<file path="src/rtl/ocp_pkg.sv">
package ocp_pkg;
  typedef enum logic {
    ST_RUN    = 1'b0,
    ST_HICCUP = 1'b1
  } ocp_state_t;
endpackage

</file>
<file path="src/rtl/ocp_cycle_sense.sv">
module ocp_cycle_sense (
  input  logic clk,
  input  logic rst,
  input  logic arm,
  input  logic cyc_end,
  input  logic hs_on,
  input  logic ls_on,
  input  logic hs_oc,
  input  logic ls_oc,
  output logic cyc_hit,
  output logic hs_hit_now,
  output logic hs_trip
);
  logic hit_sticky;
  logic ls_hit_now;

  assign hs_hit_now = arm & hs_on & hs_oc;
  assign ls_hit_now = arm & ls_on & ls_oc;
  assign cyc_hit    = hit_sticky | hs_hit_now | ls_hit_now;

  always_ff @(posedge clk) begin
    if (rst) begin
      hit_sticky <= 1'b0;
      hs_trip    <= 1'b0;
    end else if (cyc_end || !arm) begin
      hit_sticky <= 1'b0;
      hs_trip    <= 1'b0;
    end else begin
      hit_sticky <= cyc_hit;
      hs_trip    <= hs_trip | hs_hit_now;
    end
  end

  AST_STICKY_CLEARED_OFF: assert property (@(posedge clk) disable iff (rst)
    !arm |=> !hit_sticky && !hs_trip);
  AST_TRIP_HELD_IN_CYCLE: assert property (@(posedge clk) disable iff (rst)
    (hs_trip && !cyc_end && arm) |=> hs_trip);
endmodule

</file>
<file path="src/rtl/ocp_fault_counter.sv">
module ocp_fault_counter #(
  parameter int CNT_W       = 3,
  parameter int FAULT_LIMIT = 7
) (
  input  logic             clk,
  input  logic             rst,
  input  logic             step,
  input  logic             up,
  input  logic             clr,
  output logic [CNT_W-1:0] cnt,
  output logic             at_limit
);
  localparam logic [CNT_W-1:0] CNT_MAX = {CNT_W{1'b1}};
  localparam logic [CNT_W-1:0] LIM_V   = CNT_W'(FAULT_LIMIT);

  logic [CNT_W-1:0] cnt_nxt;

  always_comb begin
    cnt_nxt = cnt;
    if (up) begin
      if (cnt != CNT_MAX) cnt_nxt = cnt + 1'b1;
    end else begin
      if (cnt != '0) cnt_nxt = cnt - 1'b1;
    end
  end

  assign at_limit = step && up && (cnt_nxt == LIM_V);

  always_ff @(posedge clk) begin
    if (rst || clr) cnt <= '0;
    else if (step)  cnt <= cnt_nxt;
  end

  AST_CNT_SINGLE_STEP: assert property (@(posedge clk) disable iff (rst)
    !$past(clr) |-> (cnt == $past(cnt) || cnt == $past(cnt) + 1'b1 ||
                     cnt == $past(cnt) - 1'b1));
  AST_CNT_NO_UNDERFLOW: assert property (@(posedge clk) disable iff (rst)
    ($past(cnt) == '0 && !$past(up)) |-> cnt == '0);
  AST_CNT_NO_WRAP: assert property (@(posedge clk) disable iff (rst)
    ($past(cnt) == CNT_MAX && !$past(clr)) |-> cnt == CNT_MAX);
endmodule

</file>
<file path="src/rtl/ocp_hiccup_timer.sv">
module ocp_hiccup_timer #(
  parameter int TIMEOUT_CYC = 12000
) (
  input  logic clk,
  input  logic rst,
  input  logic active,
  input  logic tick,
  output logic done
);
  localparam int TW = $clog2(TIMEOUT_CYC + 1);
  localparam logic [TW-1:0] LAST = TW'(TIMEOUT_CYC - 1);

  logic [TW-1:0] tmr;

  assign done = active && tick && (tmr == LAST);

  always_ff @(posedge clk) begin
    if (rst || !active || done) tmr <= '0;
    else if (tick)              tmr <= tmr + 1'b1;
  end

  AST_TMR_BELOW_LIMIT: assert property (@(posedge clk) disable iff (rst)
    tmr < TW'(TIMEOUT_CYC));
  AST_TMR_IDLE_ZERO: assert property (@(posedge clk) disable iff (rst)
    !$past(active) |-> tmr == '0);
endmodule

</file>
<file path="src/rtl/hiccup_ocp_supervisor.sv">
module hiccup_ocp_supervisor
  import ocp_pkg::*;
#(
  parameter int CNT_W       = 3,
  parameter int FAULT_LIMIT = 7,
  parameter int TIMEOUT_CYC = 12000
) (
  input  logic             clk,
  input  logic             rst,
  input  logic             cyc_end,
  input  logic             hs_on,
  input  logic             ls_on,
  input  logic             hs_oc,
  input  logic             ls_oc,
  output logic             hs_gate_en,
  output logic             ls_gate_en,
  output logic             fault,
  output logic             restart_pulse,
  output logic [CNT_W-1:0] oc_count
);
  localparam logic [CNT_W-1:0] LIM_V = CNT_W'(FAULT_LIMIT);

  ocp_state_t state, state_nxt;
  logic running, run_nxt;
  logic cyc_hit, hs_hit_now, hs_trip;
  logic at_limit, tmr_done, restart;

  assign running = (state == ST_RUN);

  ocp_cycle_sense u_sense (
    .clk        (clk),
    .rst        (rst),
    .arm        (running),
    .cyc_end    (cyc_end),
    .hs_on      (hs_on),
    .ls_on      (ls_on),
    .hs_oc      (hs_oc),
    .ls_oc      (ls_oc),
    .cyc_hit    (cyc_hit),
    .hs_hit_now (hs_hit_now),
    .hs_trip    (hs_trip)
  );

  ocp_fault_counter #(.CNT_W(CNT_W), .FAULT_LIMIT(FAULT_LIMIT)) u_cnt (
    .clk      (clk),
    .rst      (rst),
    .step     (cyc_end && running),
    .up       (cyc_hit),
    .clr      (restart),
    .cnt      (oc_count),
    .at_limit (at_limit)
  );

  ocp_hiccup_timer #(.TIMEOUT_CYC(TIMEOUT_CYC)) u_tmr (
    .clk    (clk),
    .rst    (rst),
    .active (!running),
    .tick   (cyc_end),
    .done   (tmr_done)
  );

  assign restart = !running && tmr_done;

  always_comb begin
    state_nxt = state;
    unique case (state)
      ST_RUN:    if (at_limit) state_nxt = ST_HICCUP;
      ST_HICCUP: if (tmr_done) state_nxt = ST_RUN;
      default:   state_nxt = ST_RUN;
    endcase
  end

  assign run_nxt = (state_nxt == ST_RUN);

  always_ff @(posedge clk) begin
    if (rst) begin
      state         <= ST_RUN;
      fault         <= 1'b0;
      restart_pulse <= 1'b0;
      hs_gate_en    <= 1'b0;
      ls_gate_en    <= 1'b0;
    end else begin
      state         <= state_nxt;
      fault         <= !run_nxt;
      restart_pulse <= restart;
      hs_gate_en    <= run_nxt && hs_on && !hs_hit_now && !hs_trip;
      ls_gate_en    <= run_nxt && ls_on;
    end
  end

  AST_FAULT_GATES_OFF: assert property (@(posedge clk) disable iff (rst)
    fault |-> !hs_gate_en && !ls_gate_en);
  AST_FAULT_AT_LIMIT: assert property (@(posedge clk) disable iff (rst)
    $rose(fault) |-> oc_count == LIM_V);
  AST_RESTART_ONE_CLK: assert property (@(posedge clk) disable iff (rst)
    restart_pulse |=> !restart_pulse);
  AST_RESTART_CLEARS: assert property (@(posedge clk) disable iff (rst)
    restart_pulse |-> (oc_count == '0) && !fault && $fell(fault));
  AST_FAULT_HOLDS_COUNT: assert property (@(posedge clk) disable iff (rst)
    (fault && $past(fault)) |-> oc_count == $past(oc_count));
  AST_HS_CUT_ON_OC: assert property (@(posedge clk) disable iff (rst)
    $past(hs_on && hs_oc) |-> !hs_gate_en);
endmodule

</file>
<file path="config.mk">
export PLATFORM = sky130hd
export DESIGN_NAME = hiccup_ocp_supervisor
export DESIGN_NICKNAME = d
export VERILOG_FILES = /design/src/rtl/ocp_pkg.sv /design/src/rtl/ocp_cycle_sense.sv /design/src/rtl/ocp_fault_counter.sv /design/src/rtl/ocp_hiccup_timer.sv /design/src/rtl/hiccup_ocp_supervisor.sv
export SDC_FILE = /design/constraint.sdc
export NUM_CORES = 1
export LEC_CHECK = 0
export ABC_CLOCK_PERIOD_IN_PS = 2200
export BUFFER_PORTS_ARGS = -buffer_cell sky130_fd_sc_hd__buf_2
export CAP_MARGIN = 20
export CORE_UTILIZATION = 40
export DETAILED_ROUTE_END_ITERATION = 6
export GPL_TIMING_DRIVEN = 0
export SKIP_LAST_GASP = 1
export SYNTH_ARGS = -nofsm -noshare
export SYNTH_HDL_FRONTEND = slang
export SYNTH_SLANG_ARGS = --single-unit
</file>
<file path="constraint.sdc">
create_clock -name clk -period 2.2 [get_ports clk]
set_input_delay 0.11 -clock clk [delete_from_list [all_inputs] [get_ports clk]]
set_output_delay 0.11 -clock clk [all_outputs]
set_load 0.02 [all_outputs]
</file>
==> flow_summary.toml <==
[pwr]
leakage_nw = 0.477
ir_drop_mv = 0.413
power_density_mw_per_mm2 = 570
p_total_mw = 0.745

[clock_tree]
cts.repair_timing.setup_buffer_count = 0
cts_made_buffers = 3
clkTransAtPathRegs_ns = 0.13
cts_sinks = 23
clock_tree.buffer_depth = 2
worst_skew_pair.late_latency_ns = 0.32
clock-root-buffer = "sky130_fd_sc_hd__clkbuf_4"
ctsHtreeMaxLevel = 1
cts_tree = "yes"
post_cts_resize_count = 0
cts_hold_buffers_added = 0

[worst_setup_path]
setup.worst_path.end_class = "register"
setup.worst_path.start = "u_tmr.tmr[0]$_SDFFE_PP0P_"
crit_path_top_delay_cell = "sky130_fd_sc_hd__dfxtp_1"
critPathArrivalTime_ns = 1.97
critPathMaxStageDelay_ns = 0.49
r2r_end = "u_tmr.tmr[2]$_SDFFE_PP0P_"
critPathMaxFanout = 10
worst-setup-path-type = "reg -> reg"
critical_path_required_ns = 2.42
worstRegToRegCells = 5
cpLargestDelayFamily = "flip-flops"
crit_path_cell_trace = "ha_1 > nand4_2 > o211ai_2 > buf_4 > nor2_1"
worst-path-buf-inv = 1
setup.worst_path.start_class = "register"
r2r_slack_ns = 0.45
worst_r2r_startpoint = "u_tmr.tmr[0]$_SDFFE_PP0P_"

[run]
max_cap_viol_count = 0

[sta]
finalMaxSlewViolations = 0
rsz0062_at_grt = "false"
total_negative_setup_slack_ns = 0
final_hold_viol_count = 0
setup_violations = 0
final_min_period_over_clock_period_pct = 79.6
maxSlewHeadroom_pct = 69.0
final.min_clock_period_ns = 1.75
max_slew.worst_pin.slew_ns = 0.465
peak_freq_mhz = 571
fin_worst_skew_ns = 0.00559

[floorplan]
coreArea_mm2 = 0.00278
dieHeight_um = 56.4
die_w_um = 56.4
design.die.area_mm2 = 0.00318
floorplan.rows = 19
design.portCount = 14
starting_density_of_the_core_pct = 42.6

[place]
gpl_congestion = 0.819
dpl.cell_count = 176
dp_hpwl_um = 1800
buffer_ports.inserted = 11

[global_routing]
grt_util_all_layers_pct = 16.6
grt-ovfl-total = 0
vias_in_the_first_global_route = 934
initial_antenna_violation_count = 0
global_route_wire_length_before_repair_um = 4150
grt_max_degree = 14

[finish]
layout_common_cells = "23 x sky130_fd_sc_hd__dfxtp_1, 15 x sky130_fd_sc_hd__nor2_1, 14 x sky130_fd_sc_hd__buf_2"
multi_input_comb_area_um2 = 664
postLayoutCoreUtil_pct = 47.0
seq_area_um2 = 460
final_cells = 180
n_fill_cell = 291
drive_gt1_share_pct = 18.1
final_common_cell = "sky130_fd_sc_hd__dfxtp_1"
area_delta_synth_final_pct = 10.2
antenna_cells_inserted = 0
final_net_count = 161

[synth]
synthesis.nets = 145
ys_dominant_reg_cell = "sky130_fd_sc_hd__dfxtp_1"
post_synthesis_cell_area_mm2 = 0.00118
postSynthRegisterBits = 23
synth_enable_flop_cells = 0
synthArstFlopShare_pct = 0
synthCells = 134
synth_sequential_area_ratio_pct = 38.9
synth_cell_types = 42
synth-warning-count = 0
synthesis.area_per_instance_um2 = 8.84

[hold_path]
hold_path_class = "in -> reg"
holdPathStages = 2
holdPathEnd = "u_sense.hs_trip$_SDFF_PP0_"
holdCritStartpoint = "cyc_end"

[routing]
vias_per_cell = 5.81
drt-wirelength-per-cell_um = 13.5
routed_wl_um = 2420
drt_pre_antenna_iters = 4
drt.antenna.violating_nets = 0
num_vias = 1046
remaining_drc_errors = 0
drtIter0Drc = 27

[run_status]
outcome = "complete, no violations"
==> cell type report <==
type                            count  share of cell area [%]
Multi-Input combinational cell     99                    50.9
Clock inverter                      1                   0.383
Tap cell                           31                    2.97
Buffer                              6                    2.87
Clock buffer                        3                    1.72
Inverter                            6                    1.72
Sequential cell                    23                    35.2
Timing Repair Buffer               11                    4.21
==> metrics by stage <==
| step | hold slack, ns | instance area (um2) | setup WS [ns] |
|---|---|---|---|
| after floorplan | 0.281 | 1180 | 0.582 |
| after global placement | 0.342 | 1280 | 0.499 |
| after detailed placement | 0.348 | 1280 | 0.443 |
| after CTS | 0.00406 | 1310 | 0.409 |
| after global routing | 0.0111 | 1310 | 0.297 |
| final | 0.0124 | 1310 | 0.448 |
==> logic make-up (layout without fill, tap and decap cells) <==
| logic type | Yosys count | count (layout) | share of synthesized area (%) |
|---|---|---|---|
| DFF | 23 | 23 | 38.9 |
| AOI/OAI and AO/OA | 22 | 22 | 13.9 |
| and+or+nand+nor | 60 | 60 | 28.1 |
| muxes | 2 | 2 | 1.69 |
| adders and majority gates | 4 | 4 | 4.22 |
| buffers and inverters | 12 | 27 | 5.07 |
| xor gates and xnor gates | 11 | 11 | 8.13 |
==> per-layer routing <==
metal | vias up | track usage (%) | part of all wire, %
met5 | - | 0 | 0
met4 | 0 | 7.32 | 1.2
met3 | 4 | 2.30 | 3.9
met2 | 25 | 25.2 | 43
met1 | 492 | 23.2 | 52
li1 | 525 | - | -
==> power by group <==
part / switching, mW / internal [mW]
registers: 0.0107 / 0.426
logic: 0.0616 / 0.0448
clock network: 0.133 / 0.0681
total: 0.206 / 0.539
==> how the worst max path moves through the flow <==
| stage | end | slack, ns | depth (start not counted) |
|---|---|---|---|
| floorplan | ls_gate_en$_SDFF_PP0_ | 0.58 | 5 |
| global placement | u_tmr.tmr[6]$_SDFFE_PP0P_ | 0.50 | 5 |
| detailed placement | u_tmr.tmr[2]$_SDFFE_PP0P_ | 0.44 | 5 |
| CTS | u_tmr.tmr[2]$_SDFFE_PP0P_ | 0.41 | 5 |
| global route | u_tmr.tmr[2]$_SDFFE_PP0P_ | 0.30 | 5 |
| finish | u_tmr.tmr[2]$_SDFFE_PP0P_ | 0.45 | 5 |
==> Yosys cell counts, drive strengths merged (2+ instances only) <==
cell type / number / share of area [%]
a211oi: 2 / 1.3
ha: 4 / 4.2
nor2: 15 / 4.8
nand3: 9 / 4.2
dfxtp: 23 / 39
o21ai: 4 / 1.7
nor3: 4 / 1.7
nor4b: 2 / 1.5
nand2: 8 / 2.5
buf: 5 / 2.9
mux2i: 2 / 1.7
xnor2: 6 / 4.4
nor2b: 2 / 1.1
a21oi: 5 / 2.4
xor2: 5 / 3.7
nor4: 4 / 2.1
nand4: 7 / 4.2
inv: 6 / 1.9
and4: 3 / 2.4
and3: 3 / 1.6
==> state kept, by name, indices dropped and copies added, names as in the netlist <==
signal              cells
u_sense.hs_trip         1
state                   1
u_sense.hit_sticky      1
u_tmr.tmr              14
restart_pulse           1
ls_gate_en              1
u_cnt.cnt               3
hs_gate_en              1
Power figures use the tool's default switching activity.
